===== src/rtl/pwm_meter_pkg.sv =====
package pwm_meter_pkg;

    // Edge events seen on the synchronised input
    typedef struct packed {
        logic rise;
        logic fall;
    } edge_ev_t;

endpackage


===== src/rtl/pwm_meter_sync.sv =====
module pwm_meter_sync #(
    parameter int STAGES = 2
) (
    input  logic                      clk,
    input  logic                      rst_n,
    input  logic                      din,
    output pwm_meter_pkg::edge_ev_t   ev
);
    localparam int CHAIN_W = STAGES + 1;   // sync stages plus one history bit

    typedef struct packed {
        logic [CHAIN_W-1:0] chain;
    } sync_st_t;

    sync_st_t st_d, st_q;

    always_comb begin
        st_d       = st_q;
        st_d.chain = {st_q.chain[CHAIN_W-2:0], din};
        ev.rise    =  st_q.chain[STAGES-1] & ~st_q.chain[STAGES];
        ev.fall    = ~st_q.chain[STAGES-1] &  st_q.chain[STAGES];
    end

    always_ff @(posedge clk) begin
        if (!rst_n) st_q <= '0;
        else        st_q <= st_d;
    end
endmodule


===== src/rtl/pwm_meter_tick.sv =====
module pwm_meter_tick #(
    parameter int PSC_W = 16
) (
    input  logic             clk,
    input  logic             rst_n,
    input  logic             en,
    input  logic             clr,
    input  logic [PSC_W-1:0] psc,
    output logic             tick
);
    typedef struct packed {
        logic [PSC_W-1:0] phase;
    } tick_st_t;

    tick_st_t st_d, st_q;

    always_comb begin
        st_d = st_q;
        // >= covers a prescaler lowered while the phase is already past it
        tick = en && (st_q.phase >= psc);
        if (clr || !en || tick) st_d.phase = '0;
        else                    st_d.phase = st_q.phase + 1'b1;
    end

    always_ff @(posedge clk) begin
        if (!rst_n) st_q <= '0;
        else        st_q <= st_d;
    end
endmodule


===== src/rtl/pwm_meter_core.sv =====
module pwm_meter_core #(
    parameter int CNT_W = 16
) (
    input  logic                     clk,
    input  logic                     rst_n,
    input  pwm_meter_pkg::edge_ev_t  ev,
    input  logic                     tick,
    output logic [CNT_W-1:0]         cnt,
    output logic [CNT_W-1:0]         period,
    output logic [CNT_W-1:0]         duty,
    output logic                     period_pls,
    output logic                     duty_pls,
    output logic                     ovf,
    output logic                     armed
);
    localparam logic [CNT_W-1:0] TOP = {CNT_W{1'b1}};

    typedef struct packed {
        logic [CNT_W-1:0] cnt;
        logic [CNT_W-1:0] period;
        logic [CNT_W-1:0] duty;
        logic             period_pls;
        logic             duty_pls;
        logic             ovf;
        logic             armed;
    } core_st_t;

    core_st_t         st_d, st_q;
    logic [CNT_W-1:0] adv;

    always_comb begin
        st_d            = st_q;
        st_d.period_pls = 1'b0;
        st_d.duty_pls   = 1'b0;

        // value the counter holds after this edge, saturating at TOP
        if (st_q.armed && tick && (st_q.cnt != TOP)) adv = st_q.cnt + 1'b1;
        else                                         adv = st_q.cnt;

        st_d.cnt = adv;
        if (st_q.armed && (adv == TOP)) st_d.ovf = 1'b1;

        if (ev.rise) begin
            if (st_q.armed) begin
                st_d.period     = adv;
                st_d.period_pls = 1'b1;
            end
            st_d.cnt   = '0;
            st_d.armed = 1'b1;
            st_d.ovf   = 1'b0;
        end else if (ev.fall && st_q.armed) begin
            st_d.duty     = adv;
            st_d.duty_pls = 1'b1;
        end
    end

    always_ff @(posedge clk) begin
        if (!rst_n) st_q <= '0;
        else        st_q <= st_d;
    end

    assign cnt        = st_q.cnt;
    assign period     = st_q.period;
    assign duty       = st_q.duty;
    assign period_pls = st_q.period_pls;
    assign duty_pls   = st_q.duty_pls;
    assign ovf        = st_q.ovf;
    assign armed      = st_q.armed;
endmodule


===== src/rtl/pwm_meter.sv =====
module pwm_meter #(
    parameter int CNT_W       = 16,
    parameter int PSC_W       = 16,
    parameter int SYNC_STAGES = 2
) (
    input  logic             clk,
    input  logic             rst_n,
    input  logic             pwm_in,
    input  logic [PSC_W-1:0] psc,
    output logic [CNT_W-1:0] period_o,
    output logic [CNT_W-1:0] duty_o,
    output logic             period_vld,
    output logic             duty_vld,
    output logic             overflow_o
);
    pwm_meter_pkg::edge_ev_t ev;
    logic                    tick;
    logic                    armed;
    logic [CNT_W-1:0]        cnt_w;

    pwm_meter_sync #(.STAGES(SYNC_STAGES)) u_sync (
        .clk   (clk),
        .rst_n (rst_n),
        .din   (pwm_in),
        .ev    (ev)
    );

    pwm_meter_tick #(.PSC_W(PSC_W)) u_tick (
        .clk   (clk),
        .rst_n (rst_n),
        .en    (armed),
        .clr   (ev.rise),
        .psc   (psc),
        .tick  (tick)
    );

    pwm_meter_core #(.CNT_W(CNT_W)) u_core (
        .clk        (clk),
        .rst_n      (rst_n),
        .ev         (ev),
        .tick       (tick),
        .cnt        (cnt_w),
        .period     (period_o),
        .duty       (duty_o),
        .period_pls (period_vld),
        .duty_pls   (duty_vld),
        .ovf        (overflow_o),
        .armed      (armed)
    );
endmodule


===== config.mk =====
export PLATFORM = sky130hd
export DESIGN_NAME = pwm_meter
export DESIGN_NICKNAME = d
export VERILOG_FILES = /design/src/rtl/pwm_meter_pkg.sv /design/src/rtl/pwm_meter_sync.sv /design/src/rtl/pwm_meter_tick.sv /design/src/rtl/pwm_meter_core.sv /design/src/rtl/pwm_meter.sv
export SDC_FILE = /design/constraint.sdc
export NUM_CORES = 1
export LEC_CHECK = 0
export ABC_AREA = 1
export BUFFER_PORTS_ARGS = -buffer_cell sky130_fd_sc_hd__clkbuf_2
export CAP_MARGIN = 20
export CORE_MARGIN = 5
export CORE_UTILIZATION = 40
export CTS_BUF_LIST = sky130_fd_sc_hd__clkbuf_8
export DETAILED_ROUTE_END_ITERATION = 12
export PLACE_DENSITY = 0.71
export SETUP_SLACK_MARGIN = 0.1
export SYNTH_ARGS = -nofsm -noshare
export SYNTH_HDL_FRONTEND = slang
export SYNTH_SLANG_ARGS = --single-unit

===== constraint.sdc =====
create_clock -name clk -period 2.25 [get_ports clk]
set_clock_uncertainty 0.15 [all_clocks]
set_input_delay 0 -clock clk [delete_from_list [all_inputs] [get_ports clk]]
set_output_delay 0 -clock clk [all_outputs]
set_load 0.05 [all_outputs]

==> summary.md, run 1 <==
| Metric | Value |
|---|---|
| Outcome | complete, but fails checks |
| Failing checks | setup timing |
| Max-slew violations | 0 |
| Port bufs | 53 |
| Design area | 4870 sq um |
| NumNets Final | 623 |
| Total Wirelength | 9570 um |
| Synth Net Count | 529 |
| Clock buffer depth | 2 |
| Dpl ws | -0.0147 ns |
| First-pass GRT wire length | 14800 um |
| Number of global-route vias before repair | 3378 |
| DR iter-0 viols | 192 |
| Clk network pwr share | 0.425 |
| Share of cells above drive strength 1 | 0.365 |
| Largest net degree at the start of global routing | 34 |
| Final Hold Fails | 0 |
| Cell Rows | 34 |
| Mean post-synth cell area | 7.21 sq um |
| Slew HR | 0.704 |
| Gate power share | 0.053 |
| Worst hold margin | 0.238 ns |
| Unrepaired setup endpoints after global routing | yes |
| Area share of the largest cell type after synthesis | 0.401 |
| Register share of total power | 0.522 |
| Layout fillers | 790 |
| CP Max Fanout | 7 |
| Initial core utilization | 0.409 |
| Top cell family by delay on the critical path | simple AND/OR/NAND/NOR gates |
| FF/Latch Area | 1440 sq um |
| WP buf/inv | 1 |
| TritonCTS clock tree | done |
| Cell with the most instances after synthesis | nand2_1 |
| Synth Cell Area | 3550 sq um |
| Remaining routing DRC violations | 0 |
| Worst slew pin tran | 0.443 ns |
| Synth Flop Type | dfxtp_1 |
| Setup-failing EPs final | 3 |
| Pwr/cell area | 496 nW/um^2 |
| Synth Register Bits | 71 |
| Final worst path period need | 2.29 ns |
| Worst EP required | 2.37 ns |
| Die ar. | 10800 sq um |
| Leak Pwr | 2.10 nW |
| Gate Count Post-Synth | 492 |
| Die Span X | 104 um |
| Final worst-path cycle share | 1.02 |
| Max incr delay on CP | 0.39 ns |
| Antenna Nets Post-Route | 0 |
| Via count | 3579 |
| Area Growth Syn to Fin | 37.4% |
| Maxcap violations | 0 |
| Switching share of power | 0.236 |
| Sw Pwr | 0.570 mW |
| Synth area leader | dfxtp_1 |
| Critical path arrival | 2.40 ns |
| Post-synth EDFFs | 0 |
| Ranking of synthesized cells by area | dfxtp_1, nand2_1, inv_1 |
| Vias per cell | 5.12 |
| Core ar. | 8680 sq um |
| IO Pins | 54 |
| Ant. Diodes | 0 |
| Hold crit path type | primary input to register |
| Initial antenna violation count | 0 |
| Placed wire-length estimate | 6480 um |
| Sequential fraction of the synthesis area | 0.401 |
| Overall power | 2.42 mW |
| Yosys warnings | 0 |
| Total track usage | 0.160 |
| Slowest-stage cell, CP | dfxtp_2 |
| Crit path top cell by count | a21oi_2 |
| Gp weighted congestion | 0.934 |
| Global route total overflow | 0 |
| Total negative slack | -0.0540 ns |
| H-tree Lvls | 3 |
| Kind of start point of the critical path | register |
| Worst path cell trace | ha_4, a21oi_2, o21ai_1, a21oi_2, nand2_8, buf_12, nand4_1, nand2_1, nor2_1, nand3_1, nor2_1, nand2_1, a21oi_2 |
| DR pass1 iterations | 5 |
| Clock Tree Root | clkbuf_8 |
| Pint | 1.85 mW |
| Post-synthesis async set-or-reset flop share | 0 |
| F_max | 438 MHz |
| Worst skew pair latency | 0.34 ns |
| CTS sink cnt | 71 |
| Setup CP Type | register to register |
| Number of buffers created by CTS | 9 |
| Max VDD drop | 0.426 mV |
| Multi-input logic area | 2150 sq um |
| Die height | 104 um |
| Clock-pin slew on the worst setup and hold paths | 0.09 ns |
| Post-synth top cells | nand2_1, inv_1, dfxtp_1 |
| Worst setup EP type | register |
| Synth cell types | 32 |
| DP Area | 4110 sq um |
| WL/cell | 13.7 um |
| Fin worst setup slack | -0.0354 ns |
cells in the final DEF (no fill, tap or decap), types with 10 or more instances in the layout:
| cell type | Yosys | final |
|---|---|---|
| nor2_2 | 5 | 11 |
| a21oi_1 | 26 | 19 |
| ha_4 | 0 | 12 |
| nor2_1 | 55 | 45 |
| dfxtp_2 | 0 | 10 |
| nand2_1 | 92 | 71 |
| buf_4 | 0 | 32 |
| nand4_1 | 18 | 18 |
| clkbuf_8 | 0 | 10 |
| dfxtp_1 | 71 | 59 |
| o21ai_0 | 29 | 20 |
| nand3_1 | 32 | 30 |
| inv_1 | 73 | 70 |
| clkbuf_2 | 0 | 53 |
| nand2_2 | 6 | 27 |
power groups by stage:
| stage | sequential [mW] | combinational [mW] | clock (mW) |
|---|---|---|---|
| after global routing | 1.26 | 0.142 | 1.11 |
| after detailed placement | 1.29 | 0.0964 | 0 |
| after CTS | 1.26 | 0.100 | 1.04 |
| after global placement | 1.29 | 0.0936 | 0 |
| after floorplan | 1.30 | 0.0542 | 0 |
| final | 1.26 | 0.127 | 1.03 |
path summary, 6_finish.rpt:
path / from / endpoint / slack, ns / depth (start not counted)
max: u_tick.st_q[9] / u_core.ovf / -0.04 / 13
min: pwm_in / u_sync.st_q[0] / 0.24 / 4
max reg2reg: u_tick.st_q[9] / u_core.ovf / -0.04 / 13
min reg2reg: u_sync.st_q[0] / u_sync.st_q[1] / 0.27 / 2
sequential cells by signal, summed over array words and instances (netlist names):
name	count
u_core.armed	1
u_core.period_pls	1
u_core.cnt	16
u_tick.st_q	16
u_core.duty_pls	1
u_core.period	16
u_sync.st_q	3
u_core.duty	16
u_core.ovf	1
kinds of logic (layout without fill, tap and decap cells):
kind of cell / Yosys count / count (layout) / synth area share
AO/OA/AOI/OAI: 68 / 68 / 0.103
AND/OR/NAND/NOR: 231 / 232 / 0.303
adder cells (fa/ha/maj): 18 / 18 / 0.0635
XOR/XNOR: 10 / 10 / 0.0247
buffers and inverters: 94 / 192 / 0.105
flip-flops: 71 / 71 / 0.401
stage by stage:
step           std cells  utilization
4_1_cts              688        0.503
2_1_floorplan        492            -
6_report             699        0.561
3_3_place_gp         668        0.473
3_5_place_dp         668        0.473
5_1_grt              699        0.561
timing repair:
| item | CTS | global route |
|---|---|---|
| pin swaps | 1 | 38 |
| hold endpoints to repair | 6 | 0 |
| gates cloned | 1 | 0 |
| setup endpoints to repair | 7 | 54 |
| resized for setup | 9 | 106 |
| buffers inserted | 1 | 12 |
| hold buffers | 2 | 0 |
cell type report:
class,count,share of cell area
inverter,79,0.0624
multi-input combinational,328,0.440
tap,108,0.0277
sequential,71,0.296
clock inverter,6,0.0126
timing repair buffer,97,0.133
clock buffer,10,0.0282
worst register-to-register path, cell delays in order, from the launching register on:
cell	delay (ns)
dfxtp_2	0.39
ha_4	0.22
a21oi_2	0.12
o21ai_1	0.09
a21oi_2	0.28
nand2_8	0.12
buf_12	0.16
nand4_1	0.07
nand2_1	0.09
nor2_1	0.13
nand3_1	0.09
nor2_1	0.10
nand2_1	0.07
a21oi_2	0.13
routing by layer:
layer	wire length, um	vias to the layer above	share of wire	global-route usage
met5	0	-	0	0
met4	153	0	0.016	0.0426
met3	610	21	0.064	0.0503
met2	4630	122	0.48	0.261
met1	4180	1660	0.44	0.205
li1	-	1776	-	-
Power figures use the tool's default switching activity.
==> inputs of run 2 (changes only) <==
--- a/config.mk
+++ b/config.mk
@@ -13,5 +13,5 @@
 export CTS_BUF_LIST = sky130_fd_sc_hd__clkbuf_8
 export DETAILED_ROUTE_END_ITERATION = 12
-export PLACE_DENSITY = 0.71
+export PLACE_DENSITY = 0.69
 export SETUP_SLACK_MARGIN = 0.1
 export SYNTH_ARGS = -nofsm -noshare
==> constraint.sdc (replaced) <==
create_clock -name clk -period 2.9 [get_ports clk]
set_clock_uncertainty 0.15 [all_clocks]
set_input_delay 0.29 -clock clk [delete_from_list [all_inputs] [get_ports clk]]
set_output_delay 0.29 -clock clk [all_outputs]
set_load 0.05 [all_outputs]
==> summary.md, run 2 (synthesis results as in run 1) <==
| Metric | Value |
|---|---|
| TritonCTS clock tree | done |
| Unrepaired setup endpoints after global routing | no |
| Max VDD drop | 0.312 mV |
| DR pass1 iterations | 4 |
| Total negative slack | 0 ns |
| Die Span X | 104 um |
| Layout fillers | 887 |
| WL/cell | 12.1 um |
| Commonest non-fill, non-tap cells in the layout | nand2_1, inv_1, dfxtp_1 |
| Hold crit path type | primary input to register |
| CTS sink cnt | 71 |
| Worst setup EP type | register |
| Share of cells above drive strength 1 | 0.178 |
| H-tree Lvls | 3 |
| Number of buffers created by CTS | 9 |
| Outcome | completed |
| Largest net degree at the start of global routing | 33 |
| Maxcap violations | 0 |
| DR iter-0 viols | 154 |
| Worst EP required | 2.98 ns |
| Die height | 104 um |
| Worst hold margin | 0.159 ns |
| Setup-failing EPs final | 0 |
| Port bufs | 53 |
| Layout Utilization | 0.477 |
| Leak Pwr | 1.88 nW |
| Total track usage | 0.155 |
| Pwr/cell area | 468 nW/um^2 |
| Gp weighted congestion | 0.823 |
| First-pass GRT wire length | 14300 um |
| Final worst path period need | 2.43 ns |
| Number of global-route vias before repair | 3240 |
| Kind of start point of the critical path | register |
| Critical path arrival | 2.51 ns |
| Worst slew pin tran | 0.859 ns |
| Final Hold Fails | 0 |
| Vias per cell | 4.88 |
| Commonest non-fill, non-tap cell in the layout | nand2_1 |
| Setup CP Type | register to register |
| Resize count post-CTS | 0 |
| Clock Tree Root | clkbuf_8 |
| Core ar. | 8680 sq um |
| Slew HR | 0.427 |
| Placed wire-length estimate | 5980 um |
| Total Wirelength | 7990 um |
| IO Pins | 54 |
| Clock buffer depth | 2 |
| Cell Rows | 34 |
| Worst skew pair latency | 0.34 ns |
| Max-slew violations | 0 |
| Overall power | 1.94 mW |
| NumNets Final | 584 |
| F_max | 412 MHz |
| Remaining routing DRC violations | 0 |
| Initial core utilization | 0.409 |
| Global route total overflow | 0 |
| R2R setup slack | 0.47 ns |
| Final worst-path cycle share | 0.836 |
| CP Max Fanout | 17 |
| Via count | 3220 |
| Clock-pin slew on the worst setup and hold paths | 0.08 ns |
| Initial antenna violation count | 0 |
| Antenna Nets Post-Route | 0 |
| Die ar. | 10800 sq um |
| Area Growth Syn to Fin | 16.8% |
| Ant. Diodes | 0 |
[run 2: changes by cell type in the layout (fill, tap and decap cells not counted), sizes merged]
cell,change
buf,-37
bufinv,+1
clkinv,+2
clkinvlp,-1
dlygate4sd3,-1
inv,-2
nand3,-1
[run 2: where the power goes]
part	internal [mW]	leakage, nW	switching, mW
combinational	0.0264	1.20	0.0483
clock	0.505	0.114	0.379
sequential	0.979	0.572	0.00233
[run 2: path summary, 6_finish.rpt]
check                                     from              to  cells after the start
worst min register to register  u_sync.st_q[1]  u_sync.st_q[2]                      2
worst max-delay path            u_tick.st_q[0]      u_core.ovf                     15
worst max register to register  u_tick.st_q[0]      u_core.ovf                     15
worst min-delay path                     rst_n  u_sync.st_q[1]                      3
[run 2: stage by stage]
step                setup WS (ns)  cell area, sq um  std cells
floorplan                   0.798              3550        492
global placement            0.445              3910        643
detailed placement          0.418              3910        643
CTS                         0.421              4140        660
global route                0.163              4140        660
finish                      0.475              4140        660
[run 2: layout make-up]
type,instances,area [sq um],area share
clock buffers,10,138,0.0332
clock inverters,6,85.1,0.0205
inverters,79,297,0.0716
multi-input cells,327,1750,0.423
flip-flops and latches,71,1420,0.343
well taps,108,135,0.0326
repair buffers,59,313,0.0755
[run 2: timing repair]
| item | in CTS | in global routing |
|---|---|---|
| buffers inserted | 0 | 0 |
| hold endpoints to repair | 1 | 0 |
| hold buffers | 1 | 0 |
[run 2: critical path: stages (launching register included)]
cell     delay [ns]
dfxtp_1        0.38
inv_1          0.06
ha_1           0.27
nand4_1        0.11
nor2_1         0.10
nor2_1         0.05
nand2_1        0.07
nand2_1        0.08
nand2_4        0.19
nand3_4        0.18
o21ai_0        0.38
nor2_1         0.07
nand2_1        0.08
nor2_1         0.04
nand2_1        0.07
a21oi_2        0.05
[run 2: layer usage]
| layer | up-vias | GRT usage | wire (um) |
|---|---|---|---|
| li1 | 1692 | - | - |
| met1 | 1447 | 0.210 | 3990 |
| met2 | 71 | 0.241 | 3520 |
| met3 | 10 | 0.0360 | 358 |
| met4 | 0 | 0.0546 | 120 |
| met5 | - | 0 | 0 |
==> inputs of run 3 (changes only) <==
- clock period: 2.9 -> 2.35 ns (I/O delays scaled with it)
==> summary.md, run 3 (synthesis results as in run 1) <==
| Metric | Value |
|---|---|
| Final Hold Fails | 0 |
| H-tree Lvls | 3 |
| Layout Utilization | 0.539 |
| Pwr/cell area | 499 nW/um^2 |
| DR pass1 iterations | 6 |
| NumNets Final | 624 |
| Sw Pwr | 0.544 mW |
| Hold_sp | u_sync.st_q[0] |
| Total Wirelength | 9040 um |
| Final worst path period need | 2.23 ns |
| Setup-failing EPs final | 0 |
| Unrepaired setup endpoints after global routing | yes |
| Number of global-route vias before repair | 3339 |
| Gp weighted congestion | 0.938 |
| Die Span X | 104 um |
| Register share of total power | 0.517 |
| Setup CP Type | register to register |
| Vias per cell | 5.05 |
| F_max | 448 MHz |
| Port bufs | 53 |
| Clock-pin slew on the worst setup and hold paths | 0.08 ns |
| Antenna Nets Post-Route | 0 |
| Global route total overflow | 0 |
| IO Pins | 54 |
| WL/cell | 12.9 um |
| Commonest non-fill, non-tap cells in the layout | nand2_1, inv_1, dfxtp_1 |
| Hold Path Stages | 2 |
| Placed wire-length estimate | 6270 um |
| Clock Tree Root | clkbuf_8 |
| Hold crit path type | register to register |
| Ant. Diodes | 0 |
| Total track usage | 0.161 |
| R2R setup slack | 0.12 ns |
| Maxcap violations | 0 |
| Via count | 3533 |
| Worst r2r dst | u_core.ovf |
| Slew HR | 0.714 |
| Switching share of power | 0.233 |
| Leak Pwr | 2.09 nW |
| Met1 Use GR | 0.199 |
| Kind of start point of the critical path | register |
| Clock buffer depth | 2 |
| Layout fillers | 803 |
| CTS sink cnt | 71 |
| Worst slew pin tran | 0.429 ns |
| Die height | 104 um |
| Remaining routing DRC violations | 0 |
| DR iter-0 viols | 279 |
| Number of buffers created by CTS | 9 |
| Area Growth Syn to Fin | 32.0% |
| Final Non-Filler Cells | 700 |
| Placed cells | 662 |
| Worst setup EP type | register |
| Gr busiest metal | met2 |
| Largest net degree at the start of global routing | 35 |
| Worst EP required | 2.49 ns |
| GRT met3 Usage | 0.0490 |
| Outcome | completed |
| Worst skew pair latency | 0.35 ns |
| Gate power share | 0.046 |
| WHS Endpoint | u_sync.st_q[1] |
| Commonest non-fill, non-tap cell in the layout | nand2_1 |
| M2 GR Usage | 0.265 |
| Initial core utilization | 0.409 |
| Cell Rows | 34 |
| Origin of the critical flop-to-flop path | u_tick.st_q[4] |
| Share of cells above drive strength 1 | 0.314 |
| First-pass GRT wire length | 14900 um |
| Core ar. | 8680 sq um |
| CP Max Fanout | 4 |
| Clk network pwr share | 0.437 |
| Max-slew violations | 0 |
| TritonCTS clock tree | done |
| Initial antenna violation count | 0 |
| Worst r2r path cells | 18 |
| Final worst-path cycle share | 0.951 |
| Die ar. | 10800 sq um |
| Pint | 1.79 mW |
| Max VDD drop | 0.333 mV |
| Critical path arrival | 2.37 ns |
-- run 3: worst max-delay path by stage --
stage,from,endpoint,slack [ns],cells past startpoint
finish,u_tick.st_q[4],u_core.ovf,0.12,18
global route,u_tick.st_q[1],u_core.ovf,-0.04,17
CTS,u_tick.st_q[0],u_core.ovf,0.10,16
detailed placement,psc[5],u_core.ovf,-0.02,19
global placement,u_tick.st_q[7],u_core.ovf,0.04,15
floorplan,u_tick.st_q[11],u_core.ovf,0.25,13
-- run 3: layer usage --
layer / vias up / wire, um
met4: 0 / 196
li1: 1784 / -
met2: 114 / 4280
met1: 1614 / 3940
met3: 21 / 615
met5: - / 0
-- run 3: cell type report --
cell class / instances / area, sq um / share of cell area
multi-input combinational: 329 / 1970 / 0.420
clock buffer: 11 / 151 / 0.0323
inverter: 79 / 297 / 0.0634
sequential: 71 / 1440 / 0.307
timing repair buffer: 97 / 636 / 0.136
clock inverter: 5 / 57.6 / 0.0123
tap: 108 / 135 / 0.0289
-- run 3: what timing repair did --
| action | 4_1_cts | 5_1_grt |
|---|---|---|
| buffers inserted | 7 | 11 |
| hold buffers | 2 | 0 |
| setup endpoints to repair | 9 | 37 |
| pin swaps | 13 | 16 |
| gates cloned | 2 | 0 |
| gates resized for setup | 20 | 42 |
| hold endpoints to repair | 2 | 0 |
-- run 3: worst max-delay path, stage by stage, from the launching register on --
cell and delay [ns]:
dfxtp_2 0.33, ha_1 0.28, nand2_2 0.06, inv_2 0.03, nand2_2 0.06, nor2_2 0.04, nor2_1 0.10, nand2_2 0.09
nand2_4 0.09, buf_12 0.11, nand2_4 0.06, buf_4 0.14, nand4_1 0.08, nand2_2 0.08, nor2_2 0.10, nand3_1 0.07
nor2_1 0.09, nand2_1 0.07, a21oi_2 0.11
-- run 3: power by group through the flow --
| stage | clock network, mW | registers (mW) | logic [mW] |
|---|---|---|---|
| floorplan | 0 | 1.24 | 0.0519 |
| global placement | 0 | 1.24 | 0.0883 |
| detailed placement | 0 | 1.24 | 0.0921 |
| CTS | 1.03 | 1.21 | 0.101 |
| global route | 1.09 | 1.21 | 0.123 |
| finish | 1.02 | 1.21 | 0.108 |
-- run 3: per-stage QoR --
stage          setup slack, ns  hold WS, ns  instance area (sq um)  power, mW  setup TNS [ns]
2_1_floorplan            0.248        0.183                   3550       1.30               0
3_3_place_gp            0.0368        0.243                   4050       1.33               0
3_5_place_dp           -0.0165        0.250                   4050       1.33         -0.0165
4_1_cts                  0.101        0.269                   4450       2.35               0
5_1_grt                -0.0429        0.300                   4680       2.43         -0.0447
6_report                 0.116        0.264                   4680       2.34               0
